--- src/rtl/dac_if_pkg.sv ---
package dac_if_pkg;

    // Control channel count and positions inside ctrl_t (LSB first)
    localparam int NCH    = 5;
    localparam int CH_WR  = 0;
    localparam int CH_HI  = 1;
    localparam int CH_LO  = 2;
    localparam int CH_LD  = 3;
    localparam int CH_CLR = 4;

    // All controls are active low; the last member is bit 0
    typedef struct packed {
        logic clr_n;
        logic ld_n;
        logic lo_n;
        logic hi_n;
        logic wr_n;
    } ctrl_t;

endpackage

--- src/rtl/dac_sync.sv ---
module dac_sync #(
    parameter int            W       = 1,
    parameter int            STAGES  = 2,
    parameter logic [W-1:0]  RST_VAL = '0
) (
    input  logic         clk,
    input  logic         rst_n,
    input  logic [W-1:0] d,
    output logic [W-1:0] q
);

    logic [STAGES-1:0][W-1:0] st_q;

    always_ff @(posedge clk or negedge rst_n) begin
        if (!rst_n) begin
            st_q <= {STAGES{RST_VAL}};
        end else begin
            st_q[0] <= d;
            for (int i = 1; i < STAGES; i++) begin
                st_q[i] <= st_q[i-1];
            end
        end
    end

    assign q = st_q[STAGES-1];

endmodule

--- src/rtl/dac_regs.sv ---
module dac_regs
    import dac_if_pkg::*;
#(
    parameter  int LANE_W = 8,
    localparam int LANES  = 2,
    localparam int DATA_W = LANE_W * LANES
) (
    input  logic              clk,
    input  logic              dp_rst_n,
    input  logic              ev_rst_n,
    input  ctrl_t             ctl,
    input  logic [DATA_W-1:0] bus,
    output logic [DATA_W-1:0] code,
    output logic              upd
);

    typedef struct packed {
        logic [LANES-1:0][LANE_W-1:0] inreg;
        logic [DATA_W-1:0]            code;
    } dp_t;

    typedef struct packed {
        logic [DATA_W-1:0] last;
        logic              upd;
    } ev_t;

    dp_t dp_d, dp_q;
    ev_t ev_d, ev_q;

    logic [LANES-1:0]             sel_n;
    logic [LANES-1:0]             lane_we;
    logic [LANES-1:0][LANE_W-1:0] lane_nx;

    // lane 1 is the high byte, lane 0 the low byte
    assign sel_n = {ctl.hi_n, ctl.lo_n};

    for (genvar g = 0; g < LANES; g++) begin : g_lane
        assign lane_we[g] = !ctl.wr_n && !sel_n[g];
        assign lane_nx[g] = lane_we[g] ? bus[g*LANE_W +: LANE_W] : dp_q.inreg[g];
    end

    always_comb begin
        dp_d       = dp_q;
        dp_d.inreg = lane_nx;
        // level-sensitive transfer; using lane_nx gives flow-through
        if (!ctl.ld_n) begin
            dp_d.code = lane_nx;
        end
        ev_d.last = dp_q.code;
        ev_d.upd  = (dp_q.code != ev_q.last);
    end

    always_ff @(posedge clk or negedge dp_rst_n) begin
        if (!dp_rst_n) dp_q <= '0;
        else           dp_q <= dp_d;
    end

    // change detector survives clear so a clear-induced change is seen
    always_ff @(posedge clk or negedge ev_rst_n) begin
        if (!ev_rst_n) ev_q <= '0;
        else           ev_q <= ev_d;
    end

    assign code = dp_q.code;
    assign upd  = ev_q.upd;

endmodule

--- src/rtl/dac_timing_mon.sv ---
module dac_timing_mon
    import dac_if_pkg::*;
#(
    parameter  int DATA_W    = 16,
    parameter  int MIN_PULSE = 8,
    parameter  int MIN_SETUP = 8,
    localparam int LIM       = (MIN_PULSE > MIN_SETUP) ? MIN_PULSE : MIN_SETUP,
    localparam int CNT_W     = $clog2(LIM + 2)
) (
    input  logic              clk,
    input  logic              rst_n,
    input  ctrl_t             ctl,
    input  logic [DATA_W-1:0] bus,
    output logic              viol
);

    localparam logic [CNT_W-1:0] SAT  = '1;
    localparam logic [CNT_W-1:0] MINP = CNT_W'(MIN_PULSE);
    localparam logic [CNT_W-1:0] MINS = CNT_W'(MIN_SETUP);

    typedef struct packed {
        logic [NCH-1:0][CNT_W-1:0] run;
        logic [CNT_W-1:0]          stab;
        logic [DATA_W-1:0]         bus_prev;
        logic                      viol;
    } mon_t;

    mon_t m_d, m_q;
    logic [NCH-1:0] low;

    assign low = ~ctl;

    always_comb begin
        m_d = m_q;
        for (int ch = 0; ch < NCH; ch++) begin
            if (low[ch]) begin
                m_d.run[ch] = (m_q.run[ch] == SAT) ? SAT : m_q.run[ch] + 1'b1;
            end else begin
                m_d.run[ch] = '0;
                if (m_q.run[ch] != '0 && m_q.run[ch] < MINP) begin
                    m_d.viol = 1'b1;
                end
            end
        end
        if (bus != m_q.bus_prev) m_d.stab = '0;
        else                     m_d.stab = (m_q.stab == SAT) ? SAT : m_q.stab + 1'b1;
        m_d.bus_prev = bus;
        // end of a write that had a lane selected
        if (!low[CH_WR] && m_q.run[CH_WR] != '0 &&
            (m_q.run[CH_HI] != '0 || m_q.run[CH_LO] != '0) &&
            m_q.stab < MINS) begin
            m_d.viol = 1'b1;
        end
    end

    always_ff @(posedge clk or negedge rst_n) begin
        if (!rst_n) m_q <= '0;
        else        m_q <= m_d;
    end

    assign viol = m_q.viol;

endmodule

--- src/rtl/dac_host_if.sv ---
module dac_host_if
    import dac_if_pkg::*;
#(
    parameter  int LANE_W        = 8,
    parameter  int SYNC_STAGES   = 2,
    parameter  int MIN_PULSE_CYC = 8,
    parameter  int MIN_SETUP_CYC = 8,
    localparam int DATA_W        = 2 * LANE_W,
    localparam int SYNC_W        = NCH + DATA_W
) (
    input  logic              clk,
    input  logic              por_n,
    input  logic [DATA_W-1:0] bus_i,
    input  logic              wr_n_i,
    input  logic              msb_sel_n_i,
    input  logic              lsb_sel_n_i,
    input  logic              ld_n_i,
    input  logic              clr_n_i,
    output logic [DATA_W-1:0] code_o,
    output logic              upd_o,
    output logic              viol_o
);

    logic              por_rst_n;
    logic              clr_arst_n;
    logic              dp_rst_n;
    ctrl_t             ctl_raw;
    ctrl_t             ctl_s;
    logic [DATA_W-1:0] bus_s;
    logic [SYNC_W-1:0] sync_in;
    logic [SYNC_W-1:0] sync_out;

    assign clr_arst_n = por_n & clr_n_i;

    // asynchronous assertion, synchronized release
    dac_sync #(.W(1), .STAGES(SYNC_STAGES), .RST_VAL(1'b0)) u_por_sync (
        .clk   (clk),
        .rst_n (por_n),
        .d     (1'b1),
        .q     (por_rst_n)
    );

    dac_sync #(.W(1), .STAGES(SYNC_STAGES), .RST_VAL(1'b0)) u_clr_sync (
        .clk   (clk),
        .rst_n (clr_arst_n),
        .d     (1'b1),
        .q     (dp_rst_n)
    );

    assign ctl_raw = '{clr_n: clr_n_i, ld_n: ld_n_i, lo_n: lsb_sel_n_i,
                       hi_n: msb_sel_n_i, wr_n: wr_n_i};
    assign sync_in = {ctl_raw, bus_i};

    // controls and bus share one synchronizer so they stay aligned
    dac_sync #(
        .W       (SYNC_W),
        .STAGES  (SYNC_STAGES),
        .RST_VAL ({{NCH{1'b1}}, {DATA_W{1'b0}}})
    ) u_in_sync (
        .clk   (clk),
        .rst_n (por_rst_n),
        .d     (sync_in),
        .q     (sync_out)
    );

    assign ctl_s = ctrl_t'(sync_out[SYNC_W-1:DATA_W]);
    assign bus_s = sync_out[DATA_W-1:0];

    dac_regs #(.LANE_W(LANE_W)) u_regs (
        .clk      (clk),
        .dp_rst_n (dp_rst_n),
        .ev_rst_n (por_rst_n),
        .ctl      (ctl_s),
        .bus      (bus_s),
        .code     (code_o),
        .upd      (upd_o)
    );

    dac_timing_mon #(
        .DATA_W    (DATA_W),
        .MIN_PULSE (MIN_PULSE_CYC),
        .MIN_SETUP (MIN_SETUP_CYC)
    ) u_mon (
        .clk   (clk),
        .rst_n (por_rst_n),
        .ctl   (ctl_s),
        .bus   (bus_s),
        .viol  (viol_o)
    );

endmodule

--- config.mk ---
export PLATFORM = sky130hd
export DESIGN_NAME = dac_host_if
export DESIGN_NICKNAME = d
export VERILOG_FILES = /design/src/rtl/dac_if_pkg.sv /design/src/rtl/dac_sync.sv /design/src/rtl/dac_regs.sv /design/src/rtl/dac_timing_mon.sv /design/src/rtl/dac_host_if.sv
export SDC_FILE = /design/constraint.sdc
export NUM_CORES = 1
export LEC_CHECK = 0
export BUFFER_PORTS_ARGS = -buffer_cell sky130_fd_sc_hd__buf_2
export CORE_ASPECT_RATIO = 0.6
export CORE_UTILIZATION = 63
export CTS_CLUSTER_SIZE = 30
export DETAILED_ROUTE_END_ITERATION = 16
export HOLD_SLACK_MARGIN = 0.1
export PLACE_DENSITY = 0.83
export SLEW_MARGIN = 20
export SYNTH_ARGS = -nofsm -noshare
export SYNTH_HDL_FRONTEND = slang
export SYNTH_HIERARCHICAL = 1
export SYNTH_SLANG_ARGS = --single-unit
--- constraint.sdc ---
create_clock -name clk -period 7.1 [get_ports clk]
set_input_delay 0.71 -clock clk [delete_from_list [all_inputs] [get_ports clk]]
set_output_delay 0.71 -clock clk [all_outputs]
set_load 0.05 [all_outputs]
After elaboration in Yosys (flattened, before gate mapping)
Cells that the tools add are included. Widths: inputs -> output; s select.

Add/sub/neg operators: 6. $lt $le $gt $ge: 6. Equal/unequal tests: 8. Mux-type cells: 25. Bitwise gates (word level): 2. Reduce and logical (&&, ||, !) cells: 20.

Operators by type and width (number): $mux 4 (12); $ne 16x16->1 (2); $add 4x1->4 const B (6); $eq 4x4->1 const B (6); $lt 4x4->1 const B (6); $reduce_bool 4->1 (5); $mux 8 (2); $mux 1 (11); $logic_and 1x1->1 (10); $not 5->5 (1); $logic_not 1->1 (4); $and 1x1->1 (1); $logic_or 1x1->1 (1).

Flip-flop bits (word level): 136. Input port bits: 23. Word-level logic and storage cells: 86.

Logic depth before layout (Yosys ltp)
Depth in word-level cells: 13. Gate-level depth with buffers: 6. Gate-level depth less buffers: 6.

By module
The synthesis kept the hierarchy.

Modules (own cells, without submodules): dac_regs (instances 1, cells each 122, area each 1900.6 um^2, sequential area each 1226.2 um^2); dac_timing_mon (instances 1, cells each 169, area each 1820.5 um^2, sequential area each 1026.0 um^2); dac_sync at u_in_sync (instances 1, cells each 63, area each 1221.2 um^2, sequential area each 1063.5 um^2); dac_sync at u_clr_sync ... (instances 2, cells each 2, area each 50.0 um^2, sequential area each 50.0 um^2); dac_host_if (instances 1, cells each 2, area each 10.0 um^2, sequential area each 0.0 um^2).

Worst setup path after synthesis
No wires, ideal clock.

Path kind: reg2reg. Start: reg u_in_sync.st_q, in the netlist u_in_sync/q[16]. End: reg u_regs.dp_q, in the netlist u_regs/code[0]. Arrival: 1.377 ns. Data required time: 6.975 ns. Path slack: 5.598 ns. Cell stages (with the launch flop): 5. Path buffers: 1. Cell sequence: dfstp_2 > buf_4 > nor2_2 > mux2_2 > mux2_2.

RTL lines: start: declaration (RTL line dac_sync.sv:12) `logic [STAGES-1:0][W-1:0] st_q;`; start signal: assignment (RTL line dac_sync.sv:16) `st_q <= {STAGES{RST_VAL}};`; start signal: indexed assignment (RTL line dac_sync.sv:20) `st_q[i] <= st_q[i-1];`; end signal: assignment (RTL line dac_regs.sv:55) `else dp_q <= dp_d;`; end: declaration (RTL line dac_regs.sv:27) `dp_t dp_d, dp_q;`.

Worst setup path after layout
Start: reg u_regs.dp_q, in the netlist u_regs/code[3]. End: out code_o[3].

RTL lines: end: declaration (RTL line dac_host_if.sv:19) `output logic [DATA_W-1:0] code_o,`.

No word-level cell between the ends.

==> results.txt <==
Before antenna repair, the detailed router went through 6 iterations. The CTS root buffer was clkbuf_16. The post-detailed-route via-to-cell ratio is 5.35.

The highest attainable clock frequency came out at 538 MHz. The die is 71.4 um tall. The reported leakage power was 2.60 nW.

The flow ran to the end, and the final reports show no timing, DRC or antenna violations. The final-report hold violation count is 0. The routed design has 8.71 mm of wire. For the total global routing overflow, the log shows 0. The commonest cells after synthesis are 126 x dfrtp_1, 37 x buf_4, 32 x mux2_2, 32 x xor2_1, 17 x inv_1.

Counting the buffers created by CTS gives 17. The detailed router finished its first iteration with 175 violations. Class of the worst hold path: primary input to asynchronous set/reset pin. The die covers 0.00839 mm2.

After clock tree synthesis, the setup repair step added 0 buffers. The delay of the slowest cell on the worst path is 0.43 ns, and the smallest hold slack is 0.204 ns. The post-synthesis register bit count is 136, and the total of max-cap violations is 0. The proportion of synthesized flip-flops having asynchronous set or reset is 1.00.

During placement, the flow inserted port buffers numbering 40. In the synthesized netlist the dominant register cell turns out to be dfrtp_1. In the routed design, unresolved DRC markers number 0. On the final layout, the worst clock skew is 0.00840 ns.

The share of post-route cells with drive strength above 1 is 0.290, and the portion of the clock cycle consumed by the worst path in the final layout is 0.262. The initialized floorplan defines 24 standard-cell rows. The tree built by TritonCTS fans out to 136 sinks. The tools report the pin count of the biggest net entering global routing as 64.

The final weighted congestion of routability-driven global placement was 0.786. Worst endpoint required time: 6.39 ns. Detailed routing inserted a total of 2,682 vias. The logs give 0.242 for the global routing usage summed across all routing layers and 1.15 ns for the data arrival time of the critical path. For this design the ratio of total power to cell area is 348 mW/mm2. The number of synthesized flops with an enable pin is 0. The tools report the relative slew slack as 0.485.

In this run the deepest clock path goes through 2 buffers. The repair_antennas step left the layout with diodes totalling 0. The number of hold-repair buffers added at the cts stage was 1; the fill cell total of the finished layout was 462. The top cell type's share of synthesized area is 0.624.

Kind of launch point of the worst setup path: a flop. After synthesis, the cell types taking the most area are dfrtp_1 62%, mux2_2 7.1%, xor2_1 5.5%. The logs give 0 for the post-cts gate resize count and 0.673 for the initial cell density of the core.

The number of endpoints failing setup at the final stage was 0. Final antenna-violating net count: 0. On the critical path, the stage with the largest delay is an instance of dfrtp_1.

41 I/O pins were placed. The number of buffer and inverter instances along the worst setup path was 1; the final critical path time including I/O delays and setup was 1.86 ns. Across the VDD grid, the largest voltage drop is 0.000289 V. For the HPWL after detailed placement, the log shows 5.51 mm. The mean post-synth cell area was 14.0 um2. Walking the worst path, the cells encountered are buf_2.

The first-pass GRT wire length was 14.7 mm; the largest driver fanout on the critical path was 4. Setup repair after global routing left no endpoint under its margin. The run gives 0.762 as the final core utilization. The H-tree generated during clock tree synthesis spans 4 levels.

The tools report the via count of the first global-routing pass as 2,775. Measured along the x axis, the die boundary spans 118 um. The category of cells accounting for the largest share of critical-path delay is flip-flops.

At the pin with the least slew margin, the transition time is 0.773 ns. The critical path start-end classification is flop to primary output. Setup total negative slack on the finished layout was measured at 0 ns.

The biggest area consumer among synthesized cells was dfrtp_1. The number of max-slew violations in the final report was 0; the core footprint was 0.00751 mm2. Clock latency on the worst-skew pair, taken at its later pin, is 0.41 ns. The run gives 0.676 as the sequential element share of the synthesized area. Yosys synthesis warning count: 6. TritonCTS built the clock tree. Counting distinct cell types in the post-synthesis netlist gives 28. The number of cells produced by synthesis is 360.

Dividing the detail-routed wire length by the instance count gives 17.4 um. The worst setup path is captured at a primary output. Compared with the post-synthesis result, the final layout area differs by 13.2%. Most common cell in the synthesized netlist: dfrtp_1. Clock-pin slew was measured on the worst setup and hold paths at 0.06 ns. The logs give 0 for the initial antenna violation count and 0.00505 mm2 for the area of the mapped netlist.

The final layout contains 418 nets.
[per-stage QoR]
stage / setup WS (ns) / cell area [um2] / cells / total power, mW
floorplan: 4.07 / 5060 / 361 / 1.10
global placement: 5.49 / 5120 / 468 / 1.12
detailed placement: 5.46 / 5120 / 468 / 1.13
CTS: 5.23 / 5720 / 501 / 2.01
global route: 5.21 / 5720 / 501 / 2.06
finish: 5.24 / 5720 / 501 / 1.99
[state kept, by name, summed over array words and instances (netlist names)]
name	cells
u_mon/m_q	40
u_in_sync/q	21
u_in_sync/st_q	21
u_regs/code	16
u_regs/dp_q	16
u_regs/ev_q	16
u_clr_sync/q	1
u_clr_sync/st_q	1
u_mon/viol	1
u_por_sync/q	1
u_por_sync/st_q	1
u_regs/upd	1
[final timing paths]
| check | depth (start not counted) | slack, ns | startpoint | endpoint |
|---|---|---|---|---|
| setup / recovery | 1 | 5.24 | u_regs/code[3]$_DFFE_PN0N_ | code_o[3] |
| hold reg to reg | 1 | 0.27 | u_clr_sync/q$_DFF_PN0_ | u_regs/dp_q[25]$_DFF_PN0_ |
| min in group clk | 0 | 0.35 | u_in_sync/st_q[0]$_DFF_PN0_ | u_in_sync/q[0]$_DFF_PN0_ |
| setup reg to reg | 4 | 5.40 | u_in_sync/q[15]$_DFF_PN0_ | u_mon/m_q[19]$_DFF_PN0_ |
| hold / removal | 2 | 0.20 | clr_n_i | u_clr_sync/st_q[0]$_DFF_PN0_ |
| max in group asynchronous | 1 | 5.65 | u_por_sync/q$_DFF_PN0_ | u_in_sync/st_q[1]$_DFF_PN0_ |
[cell type report]
class | count | area, um2 | area share
clock inverters | 9 | 125 | 0.0219
repair buffers | 43 | 225 | 0.0394
clock buffers | 23 | 468 | 0.0818
inverters | 17 | 63.8 | 0.0112
multi-input cells | 169 | 1290 | 0.225
well taps | 104 | 130 | 0.0227
flip-flops and latches | 136 | 3420 | 0.598
[cells in the final DEF (no fill, tap or decap), drive strengths merged, types with 3 or more instances in the layout]
| cell | instances |
|---|---|
| ha | 11 |
| nor3b | 7 |
| nand2 | 6 |
| nor2 | 16 |
| clkbuf | 23 |
| dfrtp | 126 |
| inv | 17 |
| nand3 | 12 |
| nor4 | 8 |
| bufinv | 3 |
| clkinv | 4 |
| nor3 | 12 |
| buf | 42 |
| xor2 | 32 |
| mux2 | 32 |
| a21oi | 12 |
| a31oi | 6 |
| dfstp | 10 |
[kinds of logic after synthesis]
logic type	Yosys count	share of synthesized area
other	1	0.000742
DFF	136	0.676
and+or+nand+nor	70	0.0731
muxes	32	0.0713
xor gates and xnor gates	32	0.0555
AOI/OAI and AO/OA	22	0.0265
buffers and inverters	56	0.0696
adders and majority gates	11	0.0272
[worst register-to-register path, delay by kind of cell (launching register included)]
family,cells,cell delay [ns]
XOR/XNOR,1,0.15
AND/OR/NAND/NOR,3,1.05
flip-flops,1,0.40
[layer usage]
| layer | GRT usage | share of wire | vias up | wire (um) |
|---|---|---|---|---|
| met5 | 0 | 0 | - | 0 |
| met4 | 0.107 | 0.0090 | 0 | 78 |
| met3 | 0.0725 | 0.048 | 9 | 422 |
| met2 | 0.370 | 0.48 | 64 | 4170 |
| met1 | 0.329 | 0.46 | 1386 | 4030 |
| li1 | - | - | 1223 | - |
[power by group]
group          internal (mW)  total (mW)  leakage (nW)  switching, mW
sequential             0.853       0.913          1.62         0.0607
clock                  0.568       0.874         0.287          0.306
combinational         0.0740       0.205         0.699          0.131
No activity file was read; power rests on OpenSTA's default activity.
